[src/rtl/dpcd_seq_pkg.sv]
package dpcd_seq_pkg;
   typedef enum logic [3:0] {
      S_IDLE, S_CLR, S_LOAD, S_ISSUE, S_WACK, S_WRPLY, S_FAIL, S_COPY, S_ADV, S_FIN
   } seq_state_t;

   localparam logic [3:0] CMD_NATIVE_WR = 4'b1000;
   localparam logic [3:0] CMD_NATIVE_RD = 4'b1001;
endpackage

[src/rtl/dpcd_tick_timer.sv]
module dpcd_tick_timer #(
   parameter int TICK_DIV = 1,
   parameter int CNT_W    = 4
) (
   input  logic             clk,
   input  logic             rst_n,
   input  logic             restart,
   input  logic [CNT_W-1:0] limit,
   output logic             expired
);
   logic             tick;
   logic [CNT_W-1:0] tcnt;

   generate
      if (TICK_DIV <= 1) begin : g_nodiv
         assign tick = ~restart;
      end else begin : g_div
         localparam int PW = $clog2(TICK_DIV);
         logic [PW-1:0] pre;
         always_ff @(posedge clk or negedge rst_n) begin
            if (!rst_n)
               pre <= '0;
            else if (restart || pre == PW'(TICK_DIV - 1))
               pre <= '0;
            else
               pre <= pre + PW'(1);
         end
         assign tick = !restart && (pre == PW'(TICK_DIV - 1));
      end
   endgenerate

   always_ff @(posedge clk or negedge rst_n) begin
      if (!rst_n)
         tcnt <= '0;
      else if (restart)
         tcnt <= '0;
      else if (tick && !expired)
         tcnt <= tcnt + CNT_W'(1);
   end

   assign expired = (tcnt >= limit);
endmodule

[src/rtl/dpcd_chunk_buf.sv]
module dpcd_chunk_buf #(
   parameter int CHUNK = 16,
   localparam int IW   = $clog2(CHUNK)
) (
   input  logic               clk,
   input  logic               rst_n,
   input  logic               clr,
   input  logic               ld_we,
   input  logic [IW-1:0]      ld_idx,
   input  logic [7:0]         ld_data,
   input  logic               rx_we,
   input  logic [IW-1:0]      rx_idx,
   input  logic [7:0]         rx_data,
   input  logic [IW-1:0]      rd_idx,
   output logic [7:0]         rd_data,
   output logic [CHUNK*8-1:0] flat
);
   generate
      for (genvar g = 0; g < CHUNK; g++) begin : g_lane
         always_ff @(posedge clk or negedge rst_n) begin
            if (!rst_n)
               flat[g*8 +: 8] <= '0;
            else if (clr)
               flat[g*8 +: 8] <= '0;
            else if (ld_we && ld_idx == IW'(g))
               flat[g*8 +: 8] <= ld_data;
            else if (rx_we && rx_idx == IW'(g))
               flat[g*8 +: 8] <= rx_data;
         end
      end
   endgenerate

   assign rd_data = flat[rd_idx*8 +: 8];
endmodule

[src/rtl/dpcd_burst_seq.sv]
module dpcd_burst_seq
   import dpcd_seq_pkg::*;
#(
   parameter int LEN_W      = 8,
   parameter int CHUNK      = 16,
   parameter int MAX_TRY    = 10,
   parameter int TICK_DIV   = 200000,
   parameter int ACK_TICKS  = 20,
   parameter int RPLY_TICKS = 10,
   localparam int CW        = $clog2(CHUNK)
) (
   input  logic               clk,
   input  logic               rst_n,
   input  logic               req_valid,
   input  logic               req_write,
   input  logic [19:0]        req_addr,
   input  logic [LEN_W-1:0]   req_len,
   output logic               busy,
   output logic               done,
   output logic               done_err,
   output logic               cb_rd_en,
   output logic               cb_wr_en,
   output logic [LEN_W-1:0]   cb_idx,
   input  logic [7:0]         cb_rdata,
   output logic [7:0]         cb_wdata,
   output logic               tx_start,
   output logic [3:0]         tx_cmd,
   output logic [7:0]         tx_addr_lo,
   output logic [7:0]         tx_addr_mid,
   output logic [3:0]         tx_addr_hi,
   output logic [CW-1:0]      tx_len_m1,
   output logic [CHUNK*8-1:0] tx_wdata,
   input  logic               tx_pend,
   input  logic               tx_reply,
   input  logic               tx_rerr,
   input  logic [3:0]         tx_rstat,
   input  logic               tx_rd_we,
   input  logic [CW-1:0]      tx_rd_idx,
   input  logic [7:0]         tx_rd_data
);
   localparam int CLW   = CW + 1;
   localparam int TRY_W = $clog2(MAX_TRY + 1);
   localparam int TMAX  = (ACK_TICKS > RPLY_TICKS) ? ACK_TICKS : RPLY_TICKS;
   localparam int TW    = $clog2(TMAX + 1);

   generate
      if (CHUNK < 2 || (CHUNK & (CHUNK - 1)) != 0) begin : g_bad_chunk
         $error("CHUNK must be a power of two of at least 2");
      end
      if (LEN_W < CLW) begin : g_bad_len
         $error("LEN_W too narrow for CHUNK");
      end
      if (MAX_TRY < 1 || ACK_TICKS < 1 || RPLY_TICKS < 1) begin : g_bad_cnt
         $error("MAX_TRY and window lengths must be positive");
      end
   endgenerate

   seq_state_t        state;
   logic [19:0]       addr_r;
   logic [LEN_W-1:0]  remain;
   logic [LEN_W-1:0]  ptr;
   logic              wr_r;
   logic              err_r;
   logic [TRY_W-1:0]  tries;
   logic [CLW-1:0]    k;
   logic [CLW-1:0]    chunk_len;
   logic              last_k;
   logic              expired;
   logic              t_restart;
   logic [TW-1:0]     t_limit;
   logic              bad_reply;

   assign chunk_len = (remain >= LEN_W'(CHUNK)) ? CLW'(CHUNK) : CLW'(remain);
   assign last_k    = (k == chunk_len - CLW'(1));
   assign bad_reply = tx_rerr || (tx_rstat != 4'h0);

   assign t_restart = (state == S_ISSUE) || (state == S_WACK && !tx_pend);
   assign t_limit   = (state == S_WRPLY) ? TW'(RPLY_TICKS) : TW'(ACK_TICKS);

   dpcd_tick_timer #(.TICK_DIV(TICK_DIV), .CNT_W(TW)) u_timer (
      .clk     (clk),
      .rst_n   (rst_n),
      .restart (t_restart),
      .limit   (t_limit),
      .expired (expired)
   );

   dpcd_chunk_buf #(.CHUNK(CHUNK)) u_buf (
      .clk     (clk),
      .rst_n   (rst_n),
      .clr     (state == S_CLR),
      .ld_we   (state == S_LOAD),
      .ld_idx  (k[CW-1:0]),
      .ld_data (cb_rdata),
      .rx_we   (tx_rd_we && state == S_WRPLY),
      .rx_idx  (tx_rd_idx),
      .rx_data (tx_rd_data),
      .rd_idx  (k[CW-1:0]),
      .rd_data (cb_wdata),
      .flat    (tx_wdata)
   );

   always_ff @(posedge clk or negedge rst_n) begin
      if (!rst_n) begin
         state  <= S_IDLE;
         addr_r <= '0;
         remain <= '0;
         ptr    <= '0;
         wr_r   <= 1'b0;
         err_r  <= 1'b0;
         tries  <= '0;
         k      <= '0;
      end else begin
         case (state)
            S_IDLE: if (req_valid) begin
               addr_r <= req_addr;
               remain <= req_len;
               ptr    <= '0;
               wr_r   <= req_write;
               err_r  <= 1'b0;
               tries  <= '0;
               state  <= (req_len == '0) ? S_FIN : S_CLR;
            end
            S_CLR: begin
               k     <= '0;
               state <= wr_r ? S_LOAD : S_ISSUE;
            end
            S_LOAD: begin
               k <= k + CLW'(1);
               if (last_k) state <= S_ISSUE;
            end
            S_ISSUE: state <= S_WACK;
            S_WACK: begin
               if (!tx_pend)     state <= S_WRPLY;
               else if (expired) state <= S_FAIL;
            end
            S_WRPLY: begin
               if (tx_reply) begin
                  k     <= '0;
                  state <= bad_reply ? S_FAIL : (wr_r ? S_ADV : S_COPY);
               end else if (expired) begin
                  state <= S_FAIL;
               end
            end
            S_FAIL: begin
               if (tries == TRY_W'(MAX_TRY - 1)) begin
                  err_r <= 1'b1;
                  state <= S_FIN;
               end else begin
                  tries <= tries + TRY_W'(1);
                  state <= S_CLR;
               end
            end
            S_COPY: begin
               k <= k + CLW'(1);
               if (last_k) state <= S_ADV;
            end
            S_ADV: begin
               addr_r <= addr_r + 20'(chunk_len);
               ptr    <= ptr + LEN_W'(chunk_len);
               remain <= remain - LEN_W'(chunk_len);
               tries  <= '0;
               state  <= (remain == LEN_W'(chunk_len)) ? S_FIN : S_CLR;
            end
            S_FIN:   state <= S_IDLE;
            default: state <= S_IDLE;
         endcase
      end
   end

   assign busy        = (state != S_IDLE);
   assign done        = (state == S_FIN);
   assign done_err    = (state == S_FIN) && err_r;
   assign cb_rd_en    = (state == S_LOAD);
   assign cb_wr_en    = (state == S_COPY);
   assign cb_idx      = ptr + LEN_W'(k);
   assign tx_start    = (state == S_ISSUE);
   assign tx_cmd      = wr_r ? CMD_NATIVE_WR : CMD_NATIVE_RD;
   assign tx_addr_lo  = addr_r[7:0];
   assign tx_addr_mid = addr_r[15:8];
   assign tx_addr_hi  = addr_r[19:16];
   assign tx_len_m1   = CW'(chunk_len - CLW'(1));
endmodule

[config.mk]
export PLATFORM = sky130hd
export DESIGN_NAME = dpcd_burst_seq
export DESIGN_NICKNAME = d
export VERILOG_FILES = /design/src/rtl/dpcd_seq_pkg.sv /design/src/rtl/dpcd_tick_timer.sv /design/src/rtl/dpcd_chunk_buf.sv /design/src/rtl/dpcd_burst_seq.sv
export SDC_FILE = /design/constraint.sdc
export NUM_CORES = 1
export LEC_CHECK = 0
export ABC_AREA = 1
export BUFFER_PORTS_ARGS = -buffer_cell sky130_fd_sc_hd__clkbuf_2
export CAP_MARGIN = 20
export CORE_ASPECT_RATIO = 0.6
export CORE_MARGIN = 2
export CORE_UTILIZATION = 52
export DETAILED_ROUTE_END_ITERATION = 16
export PLACE_DENSITY = 0.78
export SLEW_MARGIN = 10
export SYNTH_ARGS = -nofsm -noshare
export SYNTH_HDL_FRONTEND = slang
export SYNTH_SLANG_ARGS = --single-unit
[constraint.sdc]
create_clock -name clk -period 2.42 [get_ports clk]
set_input_delay 0 -clock clk [delete_from_list [all_inputs] [get_ports clk]]
set_output_delay 0 -clock clk [all_outputs]
set_load 0.01 [all_outputs]
==> results of run 1 <==
-- sequential cells by signal (all words and copies together) (netlist names), 4 cells and up --
register and count:
addr_r 20, state 4, u_buf.flat 128, u_timer.g_div.pre 18, k 5, ptr 8, remain 8, tries 4
u_timer.tcnt 5
-- power groups by stage --
stage / registers (W) / clock network [W] / logic [W]
floorplan: 0.00639 / 0 / 0.00609
global placement: 0.00624 / 0 / 0.0101
detailed placement: 0.00628 / 0 / 0.0103
CTS: 0.00624 / 0.00334 / 0.0104
global route: 0.00647 / 0.00348 / 0.0118
finish: 0.00634 / 0.00334 / 0.0107
-- worst min path at each step --
stage	startpoint	endpoint	slack (ns)	cells after the start
2_1_floorplan	rst_n	addr_r[0]	-0.30	0
3_3_place_gp	rst_n	u_timer.tcnt[4]	0.05	1
3_5_place_dp	rst_n	u_timer.tcnt[0]	0.05	1
4_1_cts	tx_rd_data[5]	u_buf.flat[37]	0.01	3
5_1_grt	tx_rd_data[5]	u_buf.flat[37]	0.06	3
6_report	tx_rstat[1]	state[3]	0.03	6
-- routing by layer --
metal | share of wire, % | track usage [%]
met1 | 43 | 55.1
met2 | 39 | 49.1
met3 | 15 | 14.5
met4 | 2.8 | 9.71
met5 | 0.25 | 3.27
-- placed cells by master, fill, tap and decap left out, drive strengths merged, types with 2 or more instances in the layout --
master,n
nand2,310
clkbuf,264
inv,234
dfrtp,202
o21ai,201
nand3,171
a21oi,145
nor2,134
o211ai,58
buf,52
dlygate4sd3,40
a31oi,38
o2111ai,38
nor3,26
ha,25
nand4,21
xor2,13
nor4,9
o22ai,6
xnor2,5
clkinv,5
o21bai,4
o31ai,4
nand3b,4
conb,4
nor3b,3
clkinvlp,3
fa,3
a22o,2
o221ai,2
-- cell families (layout without fill, tap and decap cells) --
group,Yosys count,after routing,share of synthesized area (%)
AO/OA/AOI/OAI,503,503,22.3
XOR/XNOR,18,18,1.20
adder cells (fa/ha/maj),28,28,2.85
buffers and inverters,338,599,10.8
flip-flops,202,202,38.6
other,2,4,0.0573
AND/OR/NAND/NOR,679,679,24.2
-- cell type report --
type                       instances  area [um^2]  area share (%)
clock buffer                      31          623            3.96
timing repair buffer             325         2010            12.8
inverter                         237          893            5.68
tap                              322          403            2.56
clock inverter                     6         62.6           0.398
sequential                       202         5060            32.1
multi-input combinational       1232         6690            42.5
-- critical path, delay by kind of cell (launching register included) --
family	cells	cell delay [ns]
buffers and inverters	3	0.54
AND/OR/NAND/NOR	3	0.32
AO/OA/AOI/OAI	1	0.56
flip-flops	1	0.44
-- per-stage QoR --
stage | hold slack [ns] | instance area [um^2] | setup TNS (ns)
final | 0.0270 | 15700 | 0
after global routing | 0.0609 | 15700 | -0.00466
after CTS | 0.0120 | 15700 | 0
after detailed placement | 0.0496 | 14600 | 0
after global placement | 0.0525 | 14600 | 0
after floorplan | -0.296 | 13100 | 0
-- what timing repair did --
action | in CTS | in global routing
setup endpoints to repair | 2 | 30
setup buffers | 0 | 2
gates resized for setup | 5 | 17
endpoints found under the hold margin | 214 | 0
hold buffers | 40 | 0
==> results.sh, run 1 <==
export IMPL_critPathLaunchType="flip-flop"
export IMPL_antenna_found_initial=0
export IMPL_start_util_pct=53.6
export IMPL_placed_cells=2276
export IMPL_die_y_um=127
export IMPL_clkTransAtPathRegs_ns=0.07
export IMPL_cp_required_ns=2.42
export IMPL_drtIter0Drc=2015
export IMPL_synth_top_area_share_pct=38.6
export IMPL_io_pins=238
export IMPL_clkPwrFrac_pct=16.3
export IMPL_wire_per_inst_um=21.0
export IMPL_yosys_cell_count_top_type="nand2_1"
export IMPL_path_max_fanout=32
export IMPL_num_rows=44
export IMPL_p_per_area_mw_per_mm2=1300
export IMPL_cts_root_buffer="clkbuf_16"
export IMPL_syn_inst=1770
export IMPL_ys_top_cells_by_count="nand2_1 (303), inv_1 (213), dfrtp_1 (202), o21ai_0 (186), nand3_1 (155)"
export IMPL_critical_path_class="flip-flop to output pin"
export IMPL_fin_nets=2107
export IMPL_power_w=0.0204
export IMPL_hold_class="primary input to flip-flop"
export IMPL_setup_viol=0
export IMPL_fp_dieW_um=209
export IMPL_numCtsBuffers=21
export IMPL_dieArea_mm2=0.0265
export IMPL_grt_pass1_vias=13300
export IMPL_setup_ws_ns=0.0215
export IMPL_power_frac_seq_pct=31.1
export IMPL_vias_per_cell=6.07
export IMPL_ant_nets=0
export IMPL_clk_latency_ns=0.52
export IMPL_syn_to_final_growth_pct=20.1
export IMPL_fmax_mhz=417
export IMPL_grt_start_max_net_pins=66
export IMPL_p_leak_nw=7.59
export IMPL_slowest_delay_ns=0.56
export IMPL_yosys_register_bits=202
export IMPL_antenna_cells=0
export IMPL_r2r_setup_slack_ns=0.14
export IMPL_vias=14300
export IMPL_comb_power_share_pct=52.6
export IMPL_tritoncts="built"
export IMPL_slew_viol_final=0
export IMPL_wl_mm=49.4
export IMPL_syn_cell_area_mm2=0.0131
export IMPL_intPower_w=0.0104
export IMPL_grt_use_total_pct=37.0
export IMPL_yosysWarnings=0
export IMPL_n_fill_cell=2207
export IMPL_tightest_slew_ns=0.809
export IMPL_rr_startpoint="state[3]"
export IMPL_clkSinkCount=202
export IMPL_dpl_hpwl_mm=35.7
export IMPL_skew_ns=0.0156
export IMPL_portBuffers=234
export IMPL_cap_viol_max_count=0
export IMPL_status="completed"
export IMPL_relSlewSlack_pct=46.0
export IMPL_final_core_util_pct=64.4
export IMPL_grt_setup_unrepaired="yes"
export IMPL_cp_endpoint="cb_wdata[4]"
export IMPL_worst_ep_arrival_time_ns=2.40
export IMPL_grt_ovfl_total=0
export IMPL_netlist_top_cells_area="dfrtp_1 (39%), nand2_1 (8.7%), o21ai_0 (7.1%), inv_1 (6.1%), nand3_1 (5.9%)"
export IMPL_synth_edff_count=0
export IMPL_p_sw_share_pct=49.3
export IMPL_final_cells=2355
export IMPL_clk_path_buf_depth=3
export IMPL_gp_congestion=0.971
export IMPL_yosysTopAreaCell="dfrtp_1"
export IMPL_hold_viol=0
export IMPL_cp_slowest_cell="o21ai_0"
export IMPL_ys_types=49
export IMPL_dr_pass1_iters=6
export IMPL_period_share_pct=99.1
export IMPL_async_flop_share_pct=100
export IMPL_seq_area_frac_synth_pct=38.6
export IMPL_crit_path_end_kind="output pin"
export IMPL_p_switching_w=0.0101
export IMPL_period_needed_ns=2.40
export IMPL_cts_max_level=1
export IMPL_startpoint="k[0]"
export IMPL_core_area_mm2=0.0244
export IMPL_drc_errors=0
export IMPL_dp_slack_ns=0.0687
export IMPL_peakVddDrop_mv=0.640
export IMPL_grt_pass1_wl_mm=76.2
export IMPL_crit_chain="buf_4, buf_4, o21ai_0, nand2_1, nand2_1, nand4_1, clkbuf_2"
export IMPL_synth_area_per_cell_um2=7.40
export IMPL_worstReg2RegEnd="u_buf.flat[84]"
export IMPL_rr_worst_depth=9
export IMPL_drive_above_1_share_pct=19.9
export IMPL_synth_flop_cell="dfrtp_1"
No activity file was read; power rests on OpenSTA's default activity.
==> run 2: changes to the inputs <==
--- a/config.mk
+++ b/config.mk
@@ -12,6 +12,7 @@
 export CORE_MARGIN = 2
 export CORE_UTILIZATION = 52
 export DETAILED_ROUTE_END_ITERATION = 16
+export HOLD_SLACK_MARGIN = 0.15
 export PLACE_DENSITY = 0.78
 export SLEW_MARGIN = 10
 export SYNTH_ARGS = -nofsm -noshare
==> run 2 against run 1 <==
Effect of this change: sequential cell count unchanged; highest routed layer unchanged; power up 0.43%; clock skew down 0.0010 ns; register-to-register slack worse by 0.06 ns; worst hold slack better by 0.13 ns; die area unchanged; non-clock buffer count up 25; via count up 0.15%; combinational power about the same; global-route usage up 0.38 points.
==> results.sh, run 2 (synthesized netlist as in run 1, its figures left out) <==
export IMPL_grt_pass1_vias=13400
export IMPL_p_per_area_mw_per_mm2=1280
export IMPL_drc_errors=0
export IMPL_wl_mm=49.7
export IMPL_wire_per_inst_um=20.9
export IMPL_largest_register_ffs=128
export IMPL_worst_ep_arrival_time_ns=2.35
export IMPL_setup_viol=0
export IMPL_skew_ns=0.0146
export IMPL_grt_use_total_pct=37.4
export IMPL_final_common_cell="nand2_1"
export IMPL_clk_latency_ns=0.52
export IMPL_dp_slack_ns=0.0687
export IMPL_startpoint="k[0]"
export IMPL_largest_register="u_buf.flat"
export IMPL_grt_start_max_net_pins=66
export IMPL_status="completed"
export IMPL_grt_pass1_wl_mm=77.1
export IMPL_num_rows=44
export IMPL_clkTransAtPathRegs_ns=0.07
export IMPL_dr_pass1_iters=6
export IMPL_cp_required_ns=2.42
export IMPL_die_y_um=127
export IMPL_gp_congestion=0.971
export IMPL_drtIter0Drc=1981
export IMPL_dieArea_mm2=0.0265
export IMPL_critPathLaunchType="flip-flop"
export IMPL_gr_usage_met3_pct=15.1
export IMPL_crit_path_end_kind="output pin"
export IMPL_hold_class="primary input to flip-flop"
export IMPL_period_share_pct=97.3
export IMPL_syn_to_final_growth_pct=22.1
export IMPL_most_common_layout_cells="nand2_1 (300), clkbuf_2 (232), inv_1 (212)"
export IMPL_antenna_cells=0
export IMPL_io_pins=238
export IMPL_ant_nets=0
export IMPL_r2r_setup_slack_ns=0.08
export IMPL_grt_setup_unrepaired="yes"
export IMPL_worstReg2RegEnd="remain[6]"
export IMPL_setup_ws_ns=0.0657
export IMPL_fin_nets=2132
export IMPL_intPower_w=0.0104
export IMPL_slew_viol_final=0
export IMPL_hp_start="tx_rd_idx[2]"
export IMPL_fp_dieW_um=209
export IMPL_tritoncts="built"
export IMPL_period_needed_ns=2.35
export IMPL_dpl_hpwl_mm=35.7
export IMPL_hold_viol=0
export IMPL_antenna_found_initial=0
export IMPL_power_w=0.0205
export IMPL_portBuffers=234
export IMPL_rr_worst_depth=12
export IMPL_clkPwrFrac_pct=16.3
export IMPL_critical_path_class="flip-flop to output pin"
export IMPL_numCtsBuffers=21
export IMPL_reg_top3="u_buf.flat x128, addr_r x20, u_timer.g_div.pre x18"
export IMPL_cts_root_buffer="clkbuf_16"
export IMPL_path_max_fanout=32
export IMPL_vias=14300
export IMPL_final_core_util_pct=65.4
export IMPL_grt_busiest_layer="met1"
export IMPL_comb_power_share_pct=52.8
export IMPL_drive_above_1_share_pct=19.9
export IMPL_power_frac_seq_pct=30.9
export IMPL_grt_ovfl_total=0
export IMPL_n_fill_cell=2176
export IMPL_peakVddDrop_mv=0.645
export IMPL_cts_max_level=1
export IMPL_setup_tns_final_ns=0
export IMPL_core_area_mm2=0.0244
export IMPL_tightest_slew_ns=0.792
export IMPL_p_leak_nw=7.69
export IMPL_p_switching_w=0.0101
export IMPL_grt_util_met1_pct=55.2
export IMPL_p_sw_share_pct=49.1
export IMPL_worstHoldPathCells=5
export IMPL_start_util_pct=53.6
export IMPL_fmax_mhz=425
export IMPL_vias_per_cell=6.02
export IMPL_grt_util_met2_pct=49.9
export IMPL_cap_viol_max_count=0
export IMPL_clkSinkCount=202
export IMPL_clk_path_buf_depth=3
export IMPL_rr_startpoint="remain[5]"
export IMPL_relSlewSlack_pct=47.1
export IMPL_hold_end="u_buf.flat[30]"
==> run 2: cell types whose count changed in the layout (fill, tap and decap cells not counted), sizes merged <==
cell and delta:
dlygate4sd3 +24, buf +1
==> run 2: worst max path at each step <==
stage                  endpoint  slack (ns)  depth (start not counted)
floorplan            addr_r[16]        0.01                         14
global placement     addr_r[16]        0.08                         14
detailed placement   addr_r[16]        0.07                         14
CTS                   cb_idx[7]       0.002                          9
global route          remain[6]       -0.01                         12
finish              cb_wdata[2]        0.07                          7
==> run 2: worst max-delay path: stages, from the launching register on <==
cell and delay [ns]:
dfrtp_2 0.43, buf_4 0.17, buf_4 0.24, o21ai_0 0.51, nand2_1 0.15, nand2_1 0.09, nand4_1 0.10, clkbuf_2 0.14
==> run 2: metrics by stage <==
step | hold slack (ns) | cells | area, um^2
3_3_place_gp | 0.0525 | 2276 | 14600
3_5_place_dp | 0.0496 | 2276 | 14600
4_1_cts | 0.153 | 2377 | 15900
5_1_grt | 0.238 | 2380 | 16000
2_1_floorplan | -0.296 | 1772 | 13100
6_report | 0.153 | 2380 | 16000
==> run 2: what timing repair did <==
action,4_1_cts,5_1_grt
hold endpoints to repair,341,0
gates resized for setup,5,21
buffers inserted,0,3
endpoints found under the setup margin,2,31
hold buffers,64,0
==> run 2: area by class of cell <==
type / count / area [um^2] / share of cell area (%)
multi-input cells: 1232 / 6700 / 41.9
flip-flops and latches: 202 / 5060 / 31.6
repair buffers: 350 / 2260 / 14.1
inverters: 237 / 893 / 5.59
clock buffers: 31 / 623 / 3.90
well taps: 322 / 403 / 2.52
clock inverters: 6 / 62.6 / 0.391
==> run 2: routing by layer <==
| metal | share of wire (%) | vias to the layer above |
|---|---|---|
| met5 | 0.22 | - |
| met1 | 43 | 6661 |
| met3 | 15 | 106 |
| li1 | - | 6580 |
| met4 | 2.5 | 4 |
| met2 | 39 | 972 |
==> run 2: power groups by stage <==
stage	Combinational, W	Sequential, W	Clock, W
after floorplan	0.00609	0.00639	0
after global placement	0.0101	0.00624	0
after detailed placement	0.0103	0.00628	0
after CTS	0.0105	0.00624	0.00334
after global routing	0.0119	0.00647	0.00348
final	0.0108	0.00634	0.00334
